File: config.mk
export PLATFORM = sky130hd
export DESIGN_NAME = xbus_phase_ctrl
export DESIGN_NICKNAME = d
export VERILOG_FILES = /design/src/rtl/xbus_pkg.sv /design/src/rtl/xbus_ctrl.sv /design/src/rtl/xbus_dpath.sv /design/src/rtl/xbus_phase_ctrl.sv
export SDC_FILE = /design/constraint.sdc
export NUM_CORES = 1
export LEC_CHECK = 0
export ABC_AREA = 1
export ABC_CLOCK_PERIOD_IN_PS = 3500
export BUFFER_PORTS_ARGS = -buffer_cell sky130_fd_sc_hd__buf_4
export CAP_MARGIN = 20
export CORE_AREA = 10 10 87 89
export CTS_BUF_LIST = sky130_fd_sc_hd__clkbuf_2
export CTS_CLUSTER_SIZE = 8
export DETAILED_ROUTE_END_ITERATION = 16
export DIE_AREA = 0 0 97 99
export PLACE_DENSITY = 0.83
export SETUP_SLACK_MARGIN = 0.2
export SKIP_LAST_GASP = 1
export SLEW_MARGIN = 25
export SYNTH_ARGS = -nofsm -noshare
export SYNTH_HDL_FRONTEND = slang
export SYNTH_SLANG_ARGS = --single-unit
File: constraint.sdc
create_clock -name clk -period 3.5 [get_ports clk]
set_input_delay 0.525 -clock clk [delete_from_list [all_inputs] [get_ports clk]]
set_output_delay 0.525 -clock clk [all_outputs]
set_load 0.02 [all_outputs]
File: src/rtl/xbus_pkg.sv
package xbus_pkg;
  typedef enum logic [2:0] {
    PH_IDLE, PH_SETUP, PH_HOLD, PH_STROBE, PH_RECOVER, PH_DONE
  } xbusPhase_e;

  typedef struct packed {
    logic load;     // accept host request
    logic active;   // inside setup..recovery
    logic strobe;   // data strobe phase
    logic capture;  // last strobe cycle
    logic setErr;   // leaving strobe on timeout
  } xbusCtl_t;
endpackage

File: src/rtl/xbus_ctrl.sv
module xbus_ctrl
  import xbus_pkg::*;
#(
  parameter int CNT_W       = 4,
  parameter int SYNC_STAGES = 2,
  parameter int WAIT_LIMIT  = 256
) (
  input  logic             clk,
  input  logic             rstN,
  input  logic             reqValid,
  input  logic [CNT_W-1:0] cfgSetup,
  input  logic [CNT_W-1:0] cfgHold,
  input  logic [CNT_W-1:0] cfgStrobe,
  input  logic [CNT_W-1:0] cfgRecover,
  input  logic             waitSync,
  output xbusCtl_t         ctl,
  output logic             reqAck
);
  localparam int MIN_T3 = SYNC_STAGES + 1;
  localparam int PH_W   = CNT_W + $clog2(MIN_T3 + 1);
  localparam int TMR_W  = $clog2(WAIT_LIMIT);

  xbusPhase_e        state, nextState;
  logic [PH_W-1:0]   phaseCnt, phaseLimit, strobeLimit;
  logic [TMR_W-1:0]  waitTimer;
  logic              cntDone, timerEnd, waiting;

  always_comb begin
    strobeLimit = (PH_W'(cfgStrobe) > PH_W'(MIN_T3 - 1)) ? PH_W'(cfgStrobe)
                                                         : PH_W'(MIN_T3 - 1);
    case (state)
      PH_SETUP:   phaseLimit = PH_W'(cfgSetup);
      PH_HOLD:    phaseLimit = PH_W'(cfgHold);
      PH_STROBE:  phaseLimit = strobeLimit;
      PH_RECOVER: phaseLimit = PH_W'(cfgRecover);
      default:    phaseLimit = '0;
    endcase
  end

  assign cntDone  = (phaseCnt >= phaseLimit);
  assign timerEnd = (waitTimer == TMR_W'(WAIT_LIMIT - 1));
  assign waiting  = (state == PH_STROBE) && cntDone && waitSync;

  always_comb begin
    nextState = state;
    case (state)
      PH_IDLE:    if (reqValid) nextState = PH_SETUP;
      PH_SETUP:   if (cntDone) nextState = PH_HOLD;
      PH_HOLD:    if (cntDone) nextState = PH_STROBE;
      PH_STROBE:  if (cntDone && (!waitSync || timerEnd)) nextState = PH_RECOVER;
      PH_RECOVER: if (cntDone) nextState = PH_DONE;
      PH_DONE:    nextState = PH_IDLE;
      default:    nextState = PH_IDLE;
    endcase
  end

  always_comb begin
    ctl.load    = (state == PH_IDLE) && reqValid;
    ctl.active  = (state == PH_SETUP) || (state == PH_HOLD) ||
                  (state == PH_STROBE) || (state == PH_RECOVER);
    ctl.strobe  = (state == PH_STROBE);
    ctl.capture = (state == PH_STROBE) && (nextState == PH_RECOVER);
    ctl.setErr  = ctl.capture && waitSync;
  end

  assign reqAck = (state == PH_DONE);

  always_ff @(posedge clk or negedge rstN) begin
    if (!rstN) begin
      state     <= PH_IDLE;
      phaseCnt  <= '0;
      waitTimer <= '0;
    end else begin
      state <= nextState;
      if (nextState != state) phaseCnt <= '0;
      else if (!cntDone)      phaseCnt <= phaseCnt + 1'b1;
      if (waiting && !timerEnd) waitTimer <= waitTimer + 1'b1;
      else if (!waiting)        waitTimer <= '0;
    end
  end

  AST_T3_MIN: assert property (@(posedge clk) disable iff (!rstN)
    (state == PH_STROBE && nextState == PH_RECOVER) |-> (phaseCnt >= PH_W'(MIN_T3 - 1)))
    else $error("strobe phase left before synchronizer minimum");
  AST_WAIT_STRETCH: assert property (@(posedge clk) disable iff (!rstN)
    (state == PH_STROBE && waitSync && !timerEnd) |=> (state == PH_STROBE))
    else $error("wait did not hold strobe phase");
  AST_WAIT_RELEASE: assert property (@(posedge clk) disable iff (!rstN)
    (state == PH_STROBE && cntDone && !waitSync) |=> (state == PH_RECOVER))
    else $error("released wait did not end strobe phase");
  AST_ACK_PULSE: assert property (@(posedge clk) disable iff (!rstN)
    reqAck |=> !reqAck)
    else $error("acknowledge longer than one cycle");
endmodule

File: src/rtl/xbus_dpath.sv
module xbus_dpath
  import xbus_pkg::*;
#(
  parameter int ADDR_W      = 16,
  parameter int DATA_W      = 16,
  parameter int SYNC_STAGES = 2
) (
  input  logic              clk,
  input  logic              rstN,
  input  xbusCtl_t          ctl,
  input  logic              reqWrite,
  input  logic [ADDR_W-1:0] reqAddr,
  input  logic [DATA_W-1:0] reqWdata,
  input  logic [DATA_W-1:0] busDataIn,
  input  logic              busWaitN,
  output logic [ADDR_W-1:0] busAddr,
  output logic [DATA_W-1:0] busDataOut,
  output logic              busDataOe,
  output logic              busCsN,
  output logic              busRdN,
  output logic              busWrN,
  output logic [DATA_W-1:0] rspRdata,
  output logic              rspErr,
  output logic              waitSync
);
  logic                   isWrite;
  logic [SYNC_STAGES-1:0] waitPipe;

  always_ff @(posedge clk or negedge rstN) begin
    if (!rstN) waitPipe <= '1;
    else       waitPipe <= {waitPipe[SYNC_STAGES-2:0], busWaitN};
  end
  assign waitSync = !waitPipe[SYNC_STAGES-1];

  always_ff @(posedge clk or negedge rstN) begin
    if (!rstN) begin
      isWrite    <= 1'b0;
      busAddr    <= '0;
      busDataOut <= '0;
      rspRdata   <= '0;
      rspErr     <= 1'b0;
    end else begin
      if (ctl.load) begin
        isWrite    <= reqWrite;
        busAddr    <= reqAddr;
        busDataOut <= reqWdata;
        rspErr     <= 1'b0;
      end
      if (ctl.capture && !isWrite) rspRdata <= busDataIn;
      if (ctl.setErr)              rspErr   <= 1'b1;
    end
  end

  assign busCsN    = !ctl.active;
  assign busRdN    = !(ctl.strobe && !isWrite);
  assign busWrN    = !(ctl.strobe && isWrite);
  assign busDataOe = ctl.active && isWrite;

  AST_NO_DRIVE_READ: assert property (@(posedge clk) disable iff (!rstN)
    !busRdN |-> !busDataOe)
    else $error("data bus driven during read strobe");
  AST_WR_DATA_VALID: assert property (@(posedge clk) disable iff (!rstN)
    !busWrN |-> (busDataOe && !busCsN))
    else $error("write strobe without driven data");
endmodule

File: src/rtl/xbus_phase_ctrl.sv
module xbus_phase_ctrl
  import xbus_pkg::*;
#(
  parameter int ADDR_W      = 16,
  parameter int DATA_W      = 16,
  parameter int CNT_W       = 4,
  parameter int SYNC_STAGES = 2,
  parameter int WAIT_LIMIT  = 256
) (
  input  logic              clk,
  input  logic              rstN,
  input  logic              reqValid,
  input  logic              reqWrite,
  input  logic [ADDR_W-1:0] reqAddr,
  input  logic [DATA_W-1:0] reqWdata,
  output logic              reqAck,
  output logic [DATA_W-1:0] rspRdata,
  output logic              rspErr,
  input  logic [CNT_W-1:0]  cfgSetup,
  input  logic [CNT_W-1:0]  cfgHold,
  input  logic [CNT_W-1:0]  cfgStrobe,
  input  logic [CNT_W-1:0]  cfgRecover,
  output logic [ADDR_W-1:0] busAddr,
  output logic              busCsN,
  output logic              busRdN,
  output logic              busWrN,
  output logic [DATA_W-1:0] busDataOut,
  output logic              busDataOe,
  input  logic [DATA_W-1:0] busDataIn,
  input  logic              busWaitN
);
  xbusCtl_t ctl;
  logic     waitSync;

  xbus_ctrl #(.CNT_W(CNT_W), .SYNC_STAGES(SYNC_STAGES), .WAIT_LIMIT(WAIT_LIMIT)) u_ctrl (
    .clk(clk), .rstN(rstN), .reqValid(reqValid),
    .cfgSetup(cfgSetup), .cfgHold(cfgHold), .cfgStrobe(cfgStrobe), .cfgRecover(cfgRecover),
    .waitSync(waitSync), .ctl(ctl), .reqAck(reqAck)
  );

  xbus_dpath #(.ADDR_W(ADDR_W), .DATA_W(DATA_W), .SYNC_STAGES(SYNC_STAGES)) u_dpath (
    .clk(clk), .rstN(rstN), .ctl(ctl),
    .reqWrite(reqWrite), .reqAddr(reqAddr), .reqWdata(reqWdata),
    .busDataIn(busDataIn), .busWaitN(busWaitN),
    .busAddr(busAddr), .busDataOut(busDataOut), .busDataOe(busDataOe),
    .busCsN(busCsN), .busRdN(busRdN), .busWrN(busWrN),
    .rspRdata(rspRdata), .rspErr(rspErr), .waitSync(waitSync)
  );
endmodule

==> results of run 1 <==
state kept, by name (all words and copies together) (netlist names):
signal / count
u_ctrl.phaseCnt: 6
u_ctrl.state: 3
u_ctrl.waitTimer: 8
u_dpath.busAddr: 16
u_dpath.busDataOut: 16
u_dpath.isWrite: 1
u_dpath.rspErr: 1
u_dpath.rspRdata: 16
u_dpath.waitPipe: 2
power by group:
group | switching (mW) | internal, mW | leakage [nW] | total (mW)
clock | 0.254 | 0.173 | 0.0720 | 0.427
sequential | 0.220 | 1.10 | 0.885 | 1.32
combinational | 1.14 | 0.723 | 1.37 | 1.86
total | 1.61 | 1.99 | 2.33 | 3.61
worst paths after layout:
kind,end,slack (ns),cells after the start,from
max in group asynchronous,u_ctrl.waitTimer[4],2.81,1,rstN
min reg2reg,u_dpath.waitPipe[1],0.37,0,u_dpath.waitPipe[0]
max reg2reg,u_ctrl.phaseCnt[0],0.68,15,u_ctrl.state[1]
min in group clk,u_dpath.waitPipe[0],0.16,1,busWaitN
max,u_ctrl.phaseCnt[0],0.68,15,u_ctrl.state[1]
min,u_dpath.rspRdata[10],0.13,1,rstN
through the flow:
step	cells	setup WS (ns)	total power, mW	hold WS, ns	utilization, %
floorplan	363	1.206	2.446	0.2294	-
global placement	550	0.7332	3.148	0.3539	69.18
detailed placement	550	0.5719	3.229	0.3564	69.18
CTS	565	0.6900	3.658	0.1042	70.89
global route	565	0.3370	3.895	0.08850	70.89
finish	565	0.6819	3.609	0.1314	70.89
routing by layer:
layer	track usage, %	routed length [um]	vias to the layer above
met2	27.11	3964	112
li1	-	-	1392
met5	0	0	-
met4	7.037	148	0
met3	7.263	793	14
met1	19.99	3505	1323
cells in the mapped netlist (all sizes together):
cell,count
a211oi,1
a21boi,1
a21oi,4
a221oi,3
a22o,2
buf,6
clkbuf,5
clkinv,1
dfrtp,67
dfstp,2
ha,6
inv,22
nand2,170
nand3,12
nand4,2
nor2,24
nor3,5
nor4,1
o21a,1
o21ai,24
o311ai,1
xnor2,1
xor2,2
final cells by class:
type | instances | area (sq um)
Multi-Input combinational cell | 260 | 1215
Fill cell | 468 | 1703
Clock inverter | 2 | 35.03
Sequential cell | 69 | 1729
Tap cell | 75 | 93.84
Timing Repair Buffer | 123 | 923.4
Clock buffer | 13 | 65.06
Inverter | 23 | 86.33
placed cells by master (no fill, tap or decap), drive strengths merged, types with 2 or more instances in the layout:
master	Yosys	routed
clkinv	1	2
buf	6	123
dfstp	2	2
o21ai	24	24
nand2	170	170
nor2	24	24
ha	6	6
nand3	12	12
nor3	5	5
nand4	2	2
clkbuf	5	13
a221oi	3	3
dfrtp	67	67
a22o	2	2
a21oi	4	4
inv	22	22
xor2	2	2
worst max-delay path: cells and delay by family (launching register included):
family          cells  cell delay (ns)
simple gates       10             1.28
compound gates      3             0.61
flops               1             0.46
fa+ha+maj           1             0.30
buf+inv             1             0.10
logic make-up after synthesis:
logic type / after synthesis
buffers and inverters: 34
adder cells (fa/ha/maj): 6
flip-flops: 69
XOR/XNOR: 3
AO/OA/AOI/OAI: 37
AND/OR/NAND/NOR: 214
==> run_results.csv, run 1 <==
group,metric,value,unit
place,hpwlAfterDp,6481,um
power_and_ir_drop,worst_ir_drop_vdd,0.5828,mV
synthesis,synth_top_family_by_area,"simple AND/OR/NAND/NOR gates",
clock_tree,clk_pin_slew_worst_paths,0.18,ns
global_routing,first_global_vias,2860,
finish,final_cell_area,4148,sq um
synthesis,synth_cell_types,34,
clock_tree,cts_buffers,9,
clock_tree,cts_tree,"done",
floorplan,num_rows,28,
detailed_routing,ant_nets,0,
clock_tree,cts_resized,0,
place,port_buffers,122,
clock_tree,htree_levels,3,
synthesis,ys_ff_latch,69,
timing,period_needed,2.818,ns
synthesis,syn_area,3095,sq um
global_routing,grt_max_degree,70,
worst_setup_path,cp.required,3.89,ns
clock_tree,hold_buffers,0,
worst_setup_path,crit_chain,"nor2_1, nand2_1, inv_1, a22o_1, a221oi_1, ha_1, nand2_1, nand2_1, nor2_2, nand2_4, nand3_2, o21ai_0, nor2_1, nand2_2, nor2_1",
floorplan,io_pins,123,
clock_tree,cts_buffer_depth,2,
timing,finalMaxSlewViolations,0,
status,status,"completed",
synthesis,syn-instance-count,363,
synthesis,avgSynthCellArea,8.527,sq um
timing,max_freq,354.8,MHz
worst_setup_path,crit_arrival,3.21,ns
timing,fin_worst_skew,0.02274,ns
detailed_routing,vias_per_cell,5.028,
detailed_routing,first_iter_violations,123,
worst_setup_path,crit_type,"register to register",
timing,hold_viol_final,0,
worst_setup_path,end_kind,"register",
timing,worstMarginPinSlew,0.9021,ns
detailed_routing,dr.pass1.iters,4,
place,globalplace.congestion,0.9062,
global_routing,gr-usage-all-layers,17.10,%
finish,drive_above_1_share,31.22,%
timing,finalCritPeriodShare,80.52,%
floorplan,core-area,5851,sq um
detailed_routing,drc,0,
synthesis,synthTopCellsByArea,"dfrtp_1 (54%), nand2_1 (20%), o21ai_0 (3.9%)",
worst_setup_path,slowest_delay,0.46,ns
timing,setup_viol,0,
clock_tree,root_buffer,"clkbuf_2",
global_routing,grt_antenna_before_repair,0,
synthesis,yosys_warnings,0,
global_routing,grt_pass1_wl,13720,um
detailed_routing,routedWlPerCell,14.89,um
synthesis,synth-xor-area-share,0.8488,%
synthesis,yosysSeqAreaShare,55.86,%
power_and_ir_drop,cellPowerDensity,870.2,nW/um^2
floorplan,dieWidth,97,um
timing,setup_tns,0,ns
floorplan,dieArea,9603,sq um
synthesis,synth_simple_gate_area_share,29.02,%
floorplan,initial_core_util,52.91,%
synthesis,post_synth_fa_ha_maj_area_fraction,2.425,%
run,cap_violations,0,
finish,area_delta_synth_final,33.99,%
synthesis,synth_nets,438,
clock_tree,cts_setup_buffers,0,
detailed_routing,dr_total_vias,2841,
floorplan,fp.dieH,99,um
place,dpl-instance-area,4048,sq um
global_routing,grt_overflow,0,
power_and_ir_drop,p_leak,2.327,nW
worst_setup_path,crit_fanout,20,
clock_tree,clk_latency,0.47,ns
worst_setup_path,cp_slowest_cell,"dfrtp_1",
finish,antenna_cells,0,
min_path,hold_class,"primary input to asynchronous set/reset pin",
clock_tree,cts_sinks,69,
timing,slew-limit-headroom,39.49,%
synthesis,synth_compound_area_share,6.952,%
synthesis,synth_top_area_cell,"dfrtp_1",
synthesis,synth_top_cell_area_share,54.16,%
synthesis,synthMuxAreaShare,0,%
finish,finalNetCount,561,
timing,rsz0062_at_grt,"false",
worst_setup_path,startpoint_type,"register",
detailed_routing,routed_wl,8412,um
Note: power is estimated with default switching activity, not from simulation.
==> run 2: changes to the inputs <==
--- a/config.mk
+++ b/config.mk
@@ -6,15 +6,15 @@
 export NUM_CORES = 1
 export LEC_CHECK = 0
 export ABC_AREA = 1
-export ABC_CLOCK_PERIOD_IN_PS = 3500
+export ABC_CLOCK_PERIOD_IN_PS = 2400
 export BUFFER_PORTS_ARGS = -buffer_cell sky130_fd_sc_hd__buf_4
 export CAP_MARGIN = 20
-export CORE_AREA = 10 10 87 89
+export CORE_AREA = 10 10 94 96
 export CTS_BUF_LIST = sky130_fd_sc_hd__clkbuf_2
 export CTS_CLUSTER_SIZE = 8
 export DETAILED_ROUTE_END_ITERATION = 16
-export DIE_AREA = 0 0 97 99
-export PLACE_DENSITY = 0.83
+export DIE_AREA = 0 0 104 106
+export PLACE_DENSITY = 0.74
 export SETUP_SLACK_MARGIN = 0.2
 export SKIP_LAST_GASP = 1
 export SLEW_MARGIN = 25
==> constraint.sdc (replaced) <==
create_clock -name clk -period 2.4 [get_ports clk]
set_input_delay 0.36 -clock clk [delete_from_list [all_inputs] [get_ports clk]]
set_output_delay 0.36 -clock clk [all_outputs]
set_load 0.02 [all_outputs]
==> run 2 against run 1 <==
Via count increased by 9.1%. Clock skew grew 0.0051 ns. Worst setup slack lost 0.66 ns. Largest cell class unchanged. Critical endpoint is now u_dpath.rspRdata[4]. Total power rose by 68%. Sequential share of layout area shrank 6.5 points. Highest routed layer unchanged. Sequential cell count unchanged. Routed wire length rose by 16%. Hold slack got worse by 0.075 ns.
==> run_results.csv, run 2 (synthesis gave the netlist of run 1 again) <==
group,metric,value,unit
status,status,"completed",
timing,finalCritPeriodShare,98.93,%
worst_setup_path,cp.required,2.84,ns
clock_tree,htree_levels,3,
global_routing,gr-usage-all-layers,15.52,%
worst_setup_path,regToRegSetupSlack,0.03,ns
timing,slew-limit-headroom,43.55,%
worst_setup_path,crit_fanout,8,
place,hpwlAfterDp,6314,um
place,port_buffers,122,
min_path,worstHoldStart,"reqWdata[10]",
clock_tree,cts_buffer_depth,2,
floorplan,fp.dieH,106,um
worst_setup_path,slowest_delay,0.47,ns
clock_tree,cts_tree,"done",
worst_setup_path,rr_endpoint,"u_dpath.rspRdata[4]",
finish,nFillCells,518,
finish,finalNetCount,623,
global_routing,grt_overflow,0,
min_path,hold-path-endpoint,"u_dpath.busDataOut[10]",
worst_setup_path,crit_arrival,2.82,ns
detailed_routing,dr.pass1.iters,4,
worst_setup_path,crit_chain,"inv_2, nor3_4, a221oi_2, ha_1, nand2_1, nor2_2, nand2_2, nand2_4, nand3_4, buf_8, nor2_4, nand2_1, nand2_1",
global_routing,first_global_vias,2913,
finish,final_cell_mix,"nand2_1 (158), buf_4 (138), dfrtp_1 (66)",
run,cap_violations,0,
global_routing,grt_antenna_before_repair,0,
place,dpl-instance-area,4139,sq um
floorplan,io_pins,123,
detailed_routing,routed_wl,9727,um
floorplan,core-area,7059,sq um
global_routing,grt_max_degree,70,
floorplan,dieWidth,104,um
power_and_ir_drop,cellPowerDensity,1235,nW/um^2
finish,drive_above_1_share,36.35,%
timing,max_freq,421.2,MHz
worst_setup_path,end_kind,"register",
clock_tree,root_buffer,"clkbuf_2",
finish,area_delta_synth_final,59.05,%
timing,rsz0062_at_grt,"true",
finish,antenna_cells,0,
finish,layout_commonest_cell,"nand2_1",
finish,final_cell_area,4923,sq um
timing,finalMaxSlewViolations,0,
timing,period_needed,2.374,ns
worst_setup_path,startpoint_type,"register",
worst_setup_path,reg2reg_from,"u_ctrl.state[0]",
timing,setup_tns,0,ns
power_and_ir_drop,p_leak,2.620,nW
timing,setup_viol,0,
clock_tree,clk_pin_slew_worst_paths,0.20,ns
power_and_ir_drop,worst_ir_drop_vdd,0.6946,mV
min_path,hold_class,"primary input to register",
clock_tree,cts_buffers,9,
timing,fin_worst_skew,0.02781,ns
min_path,min_path_cells,3,
worst_setup_path,cp_slowest_cell,"dfrtp_1",
worst_setup_path,crit_type,"register to register",
detailed_routing,drc,0,
floorplan,num_rows,31,
clock_tree,cts_sinks,69,
detailed_routing,vias_per_cell,4.753,
finish,top_regs,"u_dpath.busAddr: 16 flops, u_dpath.busDataOut: 16 flops, u_dpath.rspRdata: 16 flops",
timing,worstMarginPinSlew,0.8468,ns
place,globalplace.congestion,0.8348,
timing,hold_viol_final,0,
clock_tree,clk_latency,0.50,ns
floorplan,initial_core_util,43.85,%
global_routing,grt_pass1_wl,14120,um
worst_setup_path,critPathMostFrequentCell,"nand2_1",
detailed_routing,routedWlPerCell,14.92,um
worst_setup_path,reg2reg_depth,13,
detailed_routing,first_iter_violations,150,
detailed_routing,ant_nets,0,
floorplan,dieArea,11020,sq um
worst_setup_path,critPathLaunch,"u_ctrl.state[0]",
detailed_routing,dr_total_vias,3099,
==> run 2: cell types whose count changed in the layout (fill, tap and decap cells not counted), sizes merged <==
cell         change
clkinv           +1
nor2             +1
dlygate4sd3     +43
clkbuf           -3
buf             +18
clkinvlp         +3
==> run 2: how the worst max path moves through the flow <==
stage / cells after the start / slack, ns / end
finish: 13 / 0.03 / u_dpath.rspRdata[4]
CTS: 14 / 0.11 / u_ctrl.phaseCnt[0]
detailed placement: 15 / -0.008 / u_dpath.rspRdata[8]
global placement: 14 / 0.06 / u_dpath.rspRdata[14]
global route: 16 / -0.17 / u_ctrl.phaseCnt[4]
floorplan: 16 / 0.16 / u_ctrl.phaseCnt[1]
==> run 2: layer usage <==
metal	vias up	wire length, um	global-route usage (%)
li1	1523	-	-
met2	110	4603	23.37
met5	-	0	0
met3	12	838	8.575
met4	0	131	5.666
met1	1454	4154	18.32
==> run 2: per-stage QoR <==
step / hold WS (ns) / util, % / worst slack (ns) / instances / total power [mW]
finish: 0.05682 / 69.74 / 0.02557 / 652 / 6.081
global placement: 0.3462 / 58.63 / 0.05799 / 580 / 4.706
detailed placement: 0.3490 / 58.63 / -0.008134 / 580 / 4.766
global route: 0.002502 / 69.74 / -0.1666 / 652 / 6.556
CTS: 0.0003263 / 62.32 / 0.1055 / 605 / 5.668
floorplan: 0.06441 / - / 0.1622 / 363 / 3.590
==> run 2: cell type report <==
cell class / count / area (sq um) / area share (%)
clock inverter: 6 / 63.81 / 1.296
tap: 99 / 123.9 / 2.516
multi-input combinational: 261 / 1356 / 27.55
clock buffer: 10 / 50.05 / 1.017
inverter: 23 / 95.09 / 1.931
timing repair buffer: 184 / 1504 / 30.55
sequential: 69 / 1730 / 35.15
==> run 2: worst max-delay path, delay by kind of cell, from the launching register on <==
family | cells | cell delay (ns)
AO/OA/AOI/OAI | 1 | 0.10
adder cells (fa/ha/maj) | 1 | 0.30
buffers and inverters | 2 | 0.25
flip-flops | 1 | 0.47
AND/OR/NAND/NOR | 9 | 1.19
==> run 2: where the power goes <==
part	leakage (nW)	switching (mW)	internal, mW
clock	0.0679	0.415	0.242
sequential	0.884	0.296	1.60
combinational	1.67	2.04	1.48
total	2.62	2.75	3.33
==> run 2: repair_timing <==
item | 4_1_cts | 5_1_grt
buffers inserted | 6 | 6
pin swaps | 22 | 9
hold buffers | 2 | 41
endpoints found under the hold margin | 68 | 41
endpoints found under the setup margin | 34 | 35
gates resized for setup | 18 | 20
cloned | 1 | 0
